`src/rtl/wdt_pkg.sv`:
```
package wdt_pkg;
  localparam int DW = 8;

  localparam logic [7:0] OFS_REFRESH = 8'h0D;
  localparam logic [7:0] OFS_START   = 8'h0E;
  localparam logic [7:0] OFS_CTRL    = 8'h1C;

  localparam logic [DW-1:0] KEY_ARM  = 8'h00;
  localparam logic [DW-1:0] KEY_FIRE = 8'hFF;

  localparam int PROT_BIT = 7;

  typedef enum logic {
    UL_IDLE  = 1'b0,
    UL_ARMED = 1'b1
  } unlock_t;
endpackage

```
`src/rtl/wdt_regif.sv`:
```
module wdt_regif
  import wdt_pkg::*;
#(
  parameter int AW = 8
) (
  input  logic          clk,
  input  logic          rst,
  input  logic          boot_guard_n,
  input  logic          bus_we,
  input  logic          bus_re,
  input  logic [AW-1:0] bus_addr,
  input  logic [DW-1:0] bus_wdata,
  output logic          refresh_p,
  output logic          start_p,
  output logic          protset_p,
  output logic          prot_en,
  output logic [DW-1:0] bus_rdata
);
  localparam logic [AW-1:0] A_REF   = AW'(OFS_REFRESH);
  localparam logic [AW-1:0] A_START = AW'(OFS_START);
  localparam logic [AW-1:0] A_CTRL  = AW'(OFS_CTRL);

  unlock_t ref_st;
  logic    prot_arm;
  logic    hit_ref, hit_start, hit_ctrl;

  assign hit_ref   = bus_we && (bus_addr == A_REF);
  assign hit_start = bus_we && (bus_addr == A_START);
  assign hit_ctrl  = bus_we && (bus_addr == A_CTRL);

  assign refresh_p = hit_ref && (bus_wdata == KEY_FIRE) && (ref_st == UL_ARMED);
  assign start_p   = hit_start;
  assign protset_p = hit_ctrl && bus_wdata[PROT_BIT] && prot_arm && !prot_en;

  // refresh unlock: any write other than 00h to the refresh offset disarms
  always_ff @(posedge clk) begin
    if (rst) begin
      ref_st <= UL_IDLE;
    end else if (bus_we) begin
      ref_st <= (hit_ref && bus_wdata == KEY_ARM) ? UL_ARMED : UL_IDLE;
    end
  end

  // protection arm: last write was to control with the enable bit low
  always_ff @(posedge clk) begin
    if (rst) begin
      prot_arm <= 1'b0;
    end else if (bus_we) begin
      prot_arm <= hit_ctrl && !bus_wdata[PROT_BIT];
    end
  end

  always_ff @(posedge clk) begin
    if (rst) begin
      prot_en <= !boot_guard_n;
    end else if (protset_p) begin
      prot_en <= 1'b1;
    end
  end

  always_ff @(posedge clk) begin
    if (rst) begin
      bus_rdata <= '0;
    end else if (bus_re && bus_addr == A_CTRL) begin
      bus_rdata <= {prot_en, {(DW-1){1'b0}}};
    end else begin
      bus_rdata <= '0;
    end
  end
endmodule

```
`src/rtl/wdt_tick.sv`:
```
module wdt_tick #(
  parameter int PRESCALE = 128
) (
  input  logic clk,
  input  logic rst,
  input  logic restart,
  input  logic prot_en,
  input  logic slow_tick,
  output logic tick
);
  localparam int PW = (PRESCALE > 1) ? $clog2(PRESCALE) : 1;

  logic sys_tick;

  generate
    if (PRESCALE <= 1) begin : g_direct
      assign sys_tick = 1'b1;
    end else begin : g_div
      localparam logic [PW-1:0] PMAX = PW'(PRESCALE - 1);
      logic [PW-1:0] pre;
      always_ff @(posedge clk) begin
        if (rst || restart) begin
          pre <= '0;
        end else if (pre == PMAX) begin
          pre <= '0;
        end else begin
          pre <= pre + 1'b1;
        end
      end
      assign sys_tick = (pre == PMAX);
    end
  endgenerate

  assign tick = prot_en ? slow_tick : sys_tick;
endmodule

```
`src/rtl/wdt_count.sv`:
```
module wdt_count #(
  parameter int          CW          = 16,
  parameter logic [CW-1:0] RELOAD_NORM = 16'h7FFF,
  parameter logic [CW-1:0] RELOAD_PROT = 16'h0FFF
) (
  input  logic          clk,
  input  logic          rst,
  input  logic          rst_prot,
  input  logic          load,
  input  logic          load_prot,
  input  logic          go,
  input  logic          tick,
  output logic [CW-1:0] cnt,
  output logic          running,
  output logic          rst_req
);
  always_ff @(posedge clk) begin
    if (rst) begin
      cnt     <= rst_prot ? RELOAD_PROT : RELOAD_NORM;
      running <= rst_prot;
      rst_req <= 1'b0;
    end else begin
      rst_req <= 1'b0;
      if (load) begin
        cnt <= load_prot ? RELOAD_PROT : RELOAD_NORM;
        if (go) running <= 1'b1;
      end else if (running && tick) begin
        if (cnt == '0) begin
          rst_req <= 1'b1;
          running <= 1'b0;
        end else begin
          cnt <= cnt - 1'b1;
        end
      end
    end
  end
endmodule

```
`src/rtl/wdt_guard.sv`:
```
module wdt_guard
  import wdt_pkg::*;
#(
  parameter int            AW          = 8,
  parameter int            CW          = 16,
  parameter int            PRESCALE    = 128,
  parameter logic [CW-1:0] RELOAD_NORM = 16'h7FFF,
  parameter logic [CW-1:0] RELOAD_PROT = 16'h0FFF
) (
  input  logic          clk,
  input  logic          rst,
  input  logic          boot_guard_n,
  input  logic          slow_tick,
  input  logic          bus_we,
  input  logic          bus_re,
  input  logic [AW-1:0] bus_addr,
  input  logic [7:0]    bus_wdata,
  output logic [7:0]    bus_rdata,
  output logic          rst_req
);
  logic          refresh_p, start_p, protset_p, prot_q;
  logic          load_p, go_p, tick;
  logic [CW-1:0] cnt_q;
  logic          run_q;

  assign load_p = refresh_p | start_p | protset_p;
  assign go_p   = start_p | protset_p;

  wdt_regif #(.AW(AW)) u_regif (
    .clk(clk), .rst(rst), .boot_guard_n(boot_guard_n),
    .bus_we(bus_we), .bus_re(bus_re), .bus_addr(bus_addr), .bus_wdata(bus_wdata),
    .refresh_p(refresh_p), .start_p(start_p), .protset_p(protset_p),
    .prot_en(prot_q), .bus_rdata(bus_rdata)
  );

  wdt_tick #(.PRESCALE(PRESCALE)) u_tick (
    .clk(clk), .rst(rst), .restart(load_p), .prot_en(prot_q),
    .slow_tick(slow_tick), .tick(tick)
  );

  wdt_count #(.CW(CW), .RELOAD_NORM(RELOAD_NORM), .RELOAD_PROT(RELOAD_PROT)) u_count (
    .clk(clk), .rst(rst), .rst_prot(!boot_guard_n),
    .load(load_p), .load_prot(prot_q | protset_p), .go(go_p), .tick(tick),
    .cnt(cnt_q), .running(run_q), .rst_req(rst_req)
  );
endmodule

```
`config.mk`:
```
export PLATFORM = sky130hd
export DESIGN_NAME = wdt_guard
export DESIGN_NICKNAME = d
export VERILOG_FILES = /design/src/rtl/wdt_pkg.sv /design/src/rtl/wdt_regif.sv /design/src/rtl/wdt_tick.sv /design/src/rtl/wdt_count.sv /design/src/rtl/wdt_guard.sv
export SDC_FILE = /design/constraint.sdc
export NUM_CORES = 1
export LEC_CHECK = 0
export BUFFER_PORTS_ARGS = -buffer_cell sky130_fd_sc_hd__buf_2
export CORE_MARGIN = 2
export CORE_UTILIZATION = 50
export CTS_CLUSTER_SIZE = 30
export DETAILED_ROUTE_END_ITERATION = 7
export GPL_TIMING_DRIVEN = 0
export PLACE_DENSITY_LB_ADDON = 0.3
export SLEW_MARGIN = 20
export SYNTH_ARGS = -nofsm -noshare
export SYNTH_HDL_FRONTEND = slang
export SYNTH_HIERARCHICAL = 1
export SYNTH_SLANG_ARGS = --single-unit
```
`constraint.sdc`:
```
create_clock -name clk -period 2.87 [get_ports clk]
set_input_delay 0.574 -clock clk [delete_from_list [all_inputs] [get_ports clk]]
set_output_delay 0.574 -clock clk [all_outputs]
set_load 0.005 [all_outputs]
```
* After elaboration in Yosys (flattened, before gate mapping)
Cells that the tools add are included.
Storage, ports and cells: register bits after elaboration 36, input port bits 22, output and inout port bits 9, logic and storage cells 66
Operators by class: add/sub/neg operators 2, equal/unequal tests 7, mux-type cells 16, bitwise gates (word level) 6, reductions and logical operators 26
Operator list (count):
- two-way mux 16 bit | 4
- two-way mux 15 bit | 2
- == test 8 x 4 -> 1 bit (second input constant) | 2
- logical NOT 16 bit | 1
- subtractor 16 x 1 -> 16 bit (second input constant) | 1
- logical AND 1 bit | 12
- two-way mux 1 bit | 10
- == test 8 x 5 -> 1 bit (second input constant) | 1
- == test 8 bit (second input constant) | 1
- logical NOT 8 bit | 1
- adder 7 x 1 -> 7 bit (second input constant) | 1
- == test 7 bit (second input constant) | 1
- inequality test 3 bit (second input constant) | 2
- nonzero test 3 bit | 2
- OR 1 bit | 4
- OR reduction 2 bit | 2
- logical NOT 1 bit | 3
- AND reduction 3 bit | 1
- OR reduction 3 bit | 1
- inverter 1 bit | 2
- AND reduction 2 bit | 1
- nonzero test 2 bit | 1
- logical OR 1 bit | 1

* Depth between registers and ports, before layout
Gate-level depths: netlist of run 1.
depth in word-level cells 9, gate-level depth with buffers 7, gate-level depth less buffers 7

* By module
The synthesis of run 1 kept the hierarchy.
By module, submodules not included:
- wdt_count | times used 1, cells an instance 88, area each 1017.2 µm², seq. area each 530.5 µm²
- wdt_regif | times used 1, cells an instance 40, area each 330.3 µm², seq. area each 90.1 µm²
- wdt_tick | times used 1, cells an instance 33, area each 291.5 µm², seq. area each 140.1 µm²
- wdt_guard | times used 1, cells an instance 4, area each 22.5 µm², seq. area each 0.0 µm²

* Worst setup path before layout of run 1
OpenSTA, ideal clock, no wires.
path type input port to flip-flop, start input port bus_addr[1], end register u_count.cnt[0] (enable), setup time 0.373 ns, arrival 2.164 ns, data required time 2.497 ns, path slack 0.332 ns, stages on the path 6, path buffers 0, path through and4bb_1 nand4bb_1 nor4_2 or3_1 or2_0 a31o_1
Between the ends: longest elaborated chain between the ends 8, elaborated cells between the ends (all ways) 16, those cells by class 4 x eq/ne; 2 x bitwise; 10 x reduce/logical
Ends and longest elaborated chain:
- start: declaration | RTL line wdt_guard.sv:16 | input logic [AW-1:0] bus_addr,
- == test 8 x 4 -> 1 bit (*) | RTL line wdt_regif.sv:27 | assign hit_ref = bus_we && (bus_addr == A_REF);
- logical AND 1 bit (*) | RTL line wdt_regif.sv:27
- logical AND 1 bit (*) (2 in series) | RTL line wdt_regif.sv:31 | assign refresh_p = hit_ref && (bus_wdata == KEY_FIRE) && (ref_st == UL_ARMED);
- via refresh_p | RTL line wdt_guard.sv:21 | logic refresh_p, start_p, protset_p, prot_q;
- OR 1 bit (*) (2 in series) | RTL line wdt_guard.sv:26 | assign load_p = refresh_p | start_p | protset_p;
- via load_p | RTL line wdt_guard.sv:22 | logic load_p, go_p, tick;
- inequality test 3 bit (no line) / nonzero test 3 bit (equally long branches)
- AND reduction 2 bit (no line) (*)
- end signal: assignment | RTL line wdt_count.sv:19 | cnt <= rst_prot ? RELOAD_PROT : RELOAD_NORM;
- end signal: assignment | RTL line wdt_count.sv:25 | cnt <= load_prot ? RELOAD_PROT : RELOAD_NORM;
- end signal: assignment | RTL line wdt_count.sv:32 | cnt <= cnt - 1'b1;
- end: declaration | RTL line wdt_count.sv:13 | output logic [CW-1:0] cnt,
The timed path passes the listed nets; every way through them passes the cells marked *. A chain may end at the register's enable or synchronous reset.

* Worst setup path in the final report of run 1
start input port bus_addr[1], end register u_count.cnt[8] (enable)
Same word-level chain as after synthesis.

==> results.py, run 1 <==
metrics = {
    "grt": {
        "grtUsageTotal": 0.1927,
        "grt_pass1_wl_microns": 5375,
        "gr-total-overflow": 0,
        "grt_pass1_vias": 1264,
        "antenna_found_initial": 0,
        "grt_max_degree": 17,
    },
    "setup_path": {
        "critPathMaxFanout": 16,
        "slowest_delay_ns": 0.62,
        "crit_buf_inv": 1,
        "crit_start": "bus_addr[1]",
        "r2r-end": "u_count/cnt[8]",
        "ff2ff_setup_slack_ns": 0.39,
        "arrival_ns": 2.62,
        "critPathKind": "input port to flop",
        "cp_top_family": "simple AND/OR/NAND/NOR gates",
        "cp_cell_sequence": "buf_2 > and4bb_1 > nand4bb_1 > nor4_2 > or3_1 > or2_0 > a31o_1",
        "timing.rr.start": "u_regif/prot_en",
        "r2r_cells": 5,
        "cp-start-kind": "input port",
        "crit_required_ns": 2.83,
        "critPathCaptureType": "flop",
        "slowest_stage": "a31o_1",
    },
    "logic_synthesis": {
        "synth_cells": 165,
        "ys_types": 45,
        "async_flop_share": 0,
        "yosysWarnings": 6,
        "postSynthAreaPerCell_sq_um": 10.07,
        "synth_edf_count": 18,
        "synth_seq_cells": 29,
        "ys_seq_area_frac": 0.4578,
        "syn_area_sq_um": 1662,
        "synthFlopType": "edfxtp_1",
    },
    "timing": {
        "slew_violations": 0,
        "min_period_over_period": 0.9279,
        "skew_ns": 0.006218,
        "fmax_ghz": 0.3755,
        "rsz0062_at_grt": "no",
        "finalSetupViolCount": 0,
        "period_needed_ns": 2.663,
        "relSlewSlack": 0.5275,
        "hold_viol": 0,
        "tightest_slew_ns": 0.7088,
        "whs_ns": 0.4803,
    },
    "routing": {
        "via_per_inst": 5.390,
        "drc_errors": 0,
        "detail_route.iter0.violations": 93,
        "num_vias": 1326,
        "ant_nets": 0,
        "routed_wl_microns": 3144,
        "wl_per_cell_microns": 12.78,
        "first_pass_iters": 4,
    },
    "placed_design": {
        "place_area_sq_um": 1854,
        "place.gp.congestion": 0.8000,
        "place_hpwl_microns": 2350,
        "port_buffers": 23,
    },
    "job": {
        "drv_cap": 0,
    },
    "finish": {
        "layout-drive-gt1-share": 0.2327,
        "finalInstanceArea_sq_um": 1926,
        "syn2layout_area_growth_pct": 15.89,
        "layout_common_cells": "buf_2, nand2_1, edfxtp_1",
        "n_antenna_cell": 0,
        "fin_util": 0.6206,
        "final_nets": 226,
    },
    "cts": {
        "htree_num_levels": 2,
        "path_clk_slew_ns": 0.09,
        "cts_setup_buffers": 0,
        "ctsHoldBuffers": 0,
        "post_cts_resized": 0,
        "cts_tree": "yes",
        "cts_buffers": 5,
        "clock-sinks": 29,
        "cts_root_buffer": "clkbuf_4",
        "clock_path_buffers": 2,
        "clkLatencyLatePin_ns": 0.32,
    },
    "floorplanning": {
        "fp.dieH_microns": 61.65,
        "die-area_sq_um": 3800,
        "fp.dieW_microns": 61.65,
        "core_area_sq_um": 3103,
        "initial_utilization": 0.5355,
        "ioPinCount": 31,
        "row_count": 20,
    },
    "power": {
        "fin_total_pwr_mw": 0.8368,
        "power.density_nw_per_um2": 434.6,
        "power.leakage_nw": 0.6978,
        "ir_drop_v": 0.0002575,
    },
    "worst_hold_path": {
        "hp-class": "flop to flop",
        "hold_depth": 2,
        "whs_endpoint": "u_regif/prot_arm",
        "holdCritStartpoint": "u_regif/prot_arm",
    },
    "outcome": {
        "status": "complete, no violations",
    },
}
## registers in the layout, summed over array words and instances, names as in the netlist
name               flops
u_count/cnt           16
u_tick/g_div.pre       7
u_count/rst_req        1
u_count/running        1
u_regif/bus_rdata      1
u_regif/prot_arm       1
u_regif/prot_en        1
u_regif/ref_st         1
## kinds of logic after synthesis
family | after synthesis | share of synthesized area
fa+ha+maj | 3 | 0.02259
mux | 1 | 0.006777
flops | 29 | 0.4578
buf+inv | 14 | 0.04744
compound gates | 19 | 0.07530
simple gates | 84 | 0.3140
xor+xnor | 14 | 0.07380
other cells | 1 | 0.002257
## per-stage QoR
stage / cells / setup TNS [ns] / setup slack, ns
floorplan: 171 / 0 / 0.3323
global placement: 238 / -1.766 / -0.1107
detailed placement: 238 / -2.410 / -0.1510
CTS: 246 / 0 / 0.2043
global route: 246 / 0 / 0.006976
finish: 246 / 0 / 0.2070
## layout make-up
type	count	area [sq um]
fillers	281	1177
multi-input cells	128	844.6
flip-flops and latches	29	760.7
repair buffers	23	115.1
clock buffers	7	66.31
plain buffers	8	56.30
well taps	44	55.05
inverters	6	22.52
clock inverters	1	5.005
## cell usage after synthesis (2+ instances only)
cell type  number  area, sq um
a21oi_1         5        25.02
buf_4           7        52.55
dfxtp_1        11        220.2
edfxtp_1       18        540.5
ha_1            3        37.54
inv_1           6        22.52
nand2_1        23        86.33
nand3_1        10        50.05
nand4_1         2        12.51
nand4b_1        4        35.03
nor2_1         11        41.29
nor3_1          6        30.03
nor3b_1         2        15.01
nor4_1          2        12.51
nor4_4          2        42.54
nor4bb_1        2        20.02
o21ai_0         5        25.02
o31ai_1         3        22.52
or2_1           2        12.51
or3_1           3        18.77
or4_1           2        15.01
xnor2_1         3        26.28
xor2_1         11        96.34
## routing by layer
layer / up-vias / track usage / wire length, microns
met2: 35 / 0.3353 / 1625
li1: 662 / - / -
met5: - / 0 / 0
met4: 0 / 0.08207 / 37
met1: 622 / 0.2268 / 1317
met3: 7 / 0.04412 / 165
## how the worst max path moves through the flow
stage,end,slack (ns),cells past startpoint
after floorplan,u_count/cnt[0],0.33,6
after global routing,u_count/cnt[1],0.007,7
after detailed placement,u_count/cnt[4],-0.15,7
after CTS,u_count/cnt[2],0.20,7
final,u_count/cnt[8],0.21,7
after global placement,u_count/cnt[8],-0.11,7
## worst reg2reg max path, stage by stage (launching register included)
cell	delay (ns)
edfxtp_1	0.47
nand4b_1	0.24
nor2_1	0.16
or3_1	0.31
or2_0	0.32
a31o_1	0.62
## where the power goes
group | switching (mW) | internal [mW] | total (mW)
clock | 0.137 | 0.147 | 0.285
sequential | 0.0143 | 0.459 | 0.474
combinational | 0.0421 | 0.0364 | 0.0785
(Power assumes the default switching activity.)
==> run 2, diff against run 1 <==
Settings changed: CORE_MARGIN 2 to unset.
==> run 2 against run 1 <==
Net effect:
- die area shrank 6.4%
- design area shrank 1.0%
- power shrank 6.3%
- sequential share of layout area grew 0.42 points
- non-clock buffer count is the same
- routed wire length shrank 0.45%
- first-iteration DRC count shrank 46%
- via count shrank 0.83%
- critical path type unchanged
- highest routed layer unchanged
==> results.py, run 2 (synthesis results as in run 1) <==
metrics = {
    "floorplanning": {
        "die-area_sq_um": 3558,
        "core_area_sq_um": 3103,
        "initial_utilization": 0.5355,
        "fp.dieW_microns": 59.65,
        "row_count": 20,
        "fp.dieH_microns": 59.65,
        "ioPinCount": 31,
    },
    "power": {
        "ir_drop_v": 0.0003147,
        "p_int_mw": 0.5888,
        "power.leakage_nw": 0.6894,
        "p_sw_frac": 0.2486,
        "combPwrFrac": 0.099,
        "p_clk_frac": 0.296,
        "p_seq_frac": 0.605,
        "power.density_nw_per_um2": 411.2,
        "fin_total_pwr_mw": 0.7837,
        "p_sw_mw": 0.1948,
    },
    "finish": {
        "largest_reg_flops": 16,
        "fin_util": 0.6141,
        "layout_common_cells": "buf_2, nand2_1, edfxtp_1",
        "reg.largest.list": "u_count/cnt (16), u_tick/g_div.pre (7)",
        "top_register": "u_count/cnt",
        "nFillCells": 284,
        "final_nets": 226,
        "syn2layout_area_growth_pct": 14.68,
        "layout-drive-gt1-share": 0.2327,
        "n_antenna_cell": 0,
    },
    "cts": {
        "cts_root_buffer": "clkbuf_4",
        "clock_path_buffers": 2,
        "clkLatencyLatePin_ns": 0.32,
        "htree_num_levels": 2,
        "clock-sinks": 29,
        "cts_setup_buffers": 0,
        "cts_tree": "yes",
        "ctsHoldBuffers": 0,
        "path_clk_slew_ns": 0.09,
        "post_cts_resized": 0,
        "cts_buffers": 5,
    },
    "grt": {
        "grt_pass1_vias": 1222,
        "use_met1": 0.2199,
        "antenna_found_initial": 0,
        "gr-total-overflow": 0,
        "grt_use_met2": 0.3476,
        "grt_pass1_wl_microns": 5126,
        "grtUsageTotal": 0.1926,
        "globalRoute.busiestLayer": "met2",
        "grt_max_degree": 17,
        "use_met3": 0.04803,
    },
    "timing": {
        "period_needed_ns": 2.618,
        "layout_setup_ws_ns": 0.2523,
        "finalSetupViolCount": 0,
        "slew_violations": 0,
        "skew_ns": 0.005445,
        "relSlewSlack": 0.5248,
        "tightest_slew_ns": 0.7128,
        "rsz0062_at_grt": "no",
        "min_period_over_period": 0.9121,
        "hold_viol": 0,
        "fin_tns_setup_ns": 0,
        "whs_ns": 0.4814,
        "fmax_ghz": 0.3820,
    },
    "worst_hold_path": {
        "whs_endpoint": "u_regif/prot_arm",
        "hold_depth": 2,
        "holdCritStartpoint": "u_regif/prot_arm",
        "hp-class": "flop to flop",
    },
    "setup_path": {
        "critPathCaptureType": "flop",
        "crit_required_ns": 2.83,
        "cp_cell_sequence": "buf_2 > and4bb_1 > nand4bb_1 > nor4_2 > or3_1 > or2_0 > a31o_1",
        "arrival_ns": 2.58,
        "critPathKind": "input port to flop",
        "r2r_cells": 5,
        "critPathMaxFanout": 16,
        "r2r-end": "u_count/cnt[10]",
        "slowest_delay_ns": 0.61,
        "slowest_stage": "a31o_1",
        "ff2ff_setup_slack_ns": 0.44,
        "timing.rr.start": "u_regif/prot_en",
        "cp-start-kind": "input port",
        "crit_start": "bus_addr[1]",
    },
    "placed_design": {
        "port_buffers": 23,
        "place.gp.congestion": 0.7534,
        "place_hpwl_microns": 2320,
        "pre_cts_slack_ns": -0.1276,
    },
    "routing": {
        "ant_nets": 0,
        "drc_errors": 0,
        "via_per_inst": 5.346,
        "routed_wl_microns": 3130,
        "detail_route.iter0.violations": 50,
        "first_pass_iters": 4,
        "wl_per_cell_microns": 12.72,
        "num_vias": 1315,
    },
    "outcome": {
        "status": "complete, no violations",
    },
    "job": {
        "drv_cap": 0,
    },
}
[run 2: final cells by class]
class,instances,area [sq um],area share
flip-flops and latches,29,760.7,0.3992
well taps,44,55.05,0.02889
inverters,6,22.52,0.01182
multi-input cells,128,844.6,0.4432
clock inverters,2,10.01,0.005253
repair buffers,23,115.1,0.06041
clock buffers,6,41.29,0.02167
plain buffers,8,56.30,0.02955
[run 2: layer usage]
| layer | vias up | routed length, microns |
|---|---|---|
| li1 | 665 | - |
| met1 | 625 | 1333 |
| met2 | 22 | 1657 |
| met3 | 3 | 112 |
| met4 | 0 | 27 |
| met5 | - | 0 |
[run 2: stage by stage]
stage	cells	area (sq um)
detailed placement	238	1854
floorplan	171	1684
CTS	246	1906
global placement	238	1854
finish	246	1906
global route	246	1906
[run 2: critical path, delay by kind of cell]
family / cells / cell delay, ns
compound gates: 1 / 0.61
buf+inv: 1 / 0.11
simple gates: 5 / 1.27
[run 2: power by group through the flow]
stage | logic (mW) | clock network, mW | registers, mW
floorplan | 0.0482 | 0 | 0.479
global placement | 0.0742 | 0 | 0.482
detailed placement | 0.0777 | 0 | 0.483
CTS | 0.0779 | 0.244 | 0.474
global route | 0.0874 | 0.257 | 0.477
finish | 0.0779 | 0.232 | 0.474
[run 2: how the worst max path moves through the flow]
stage | endpoint | slack, ns | cells after the start
detailed placement | u_count/cnt[8] | -0.13 | 7
global placement | u_count/cnt[2] | -0.12 | 7
floorplan | u_count/cnt[0] | 0.33 | 6
finish | u_count/cnt[10] | 0.25 | 7
CTS | u_count/cnt[8] | 0.23 | 7
global route | u_count/cnt[10] | 0.02 | 7
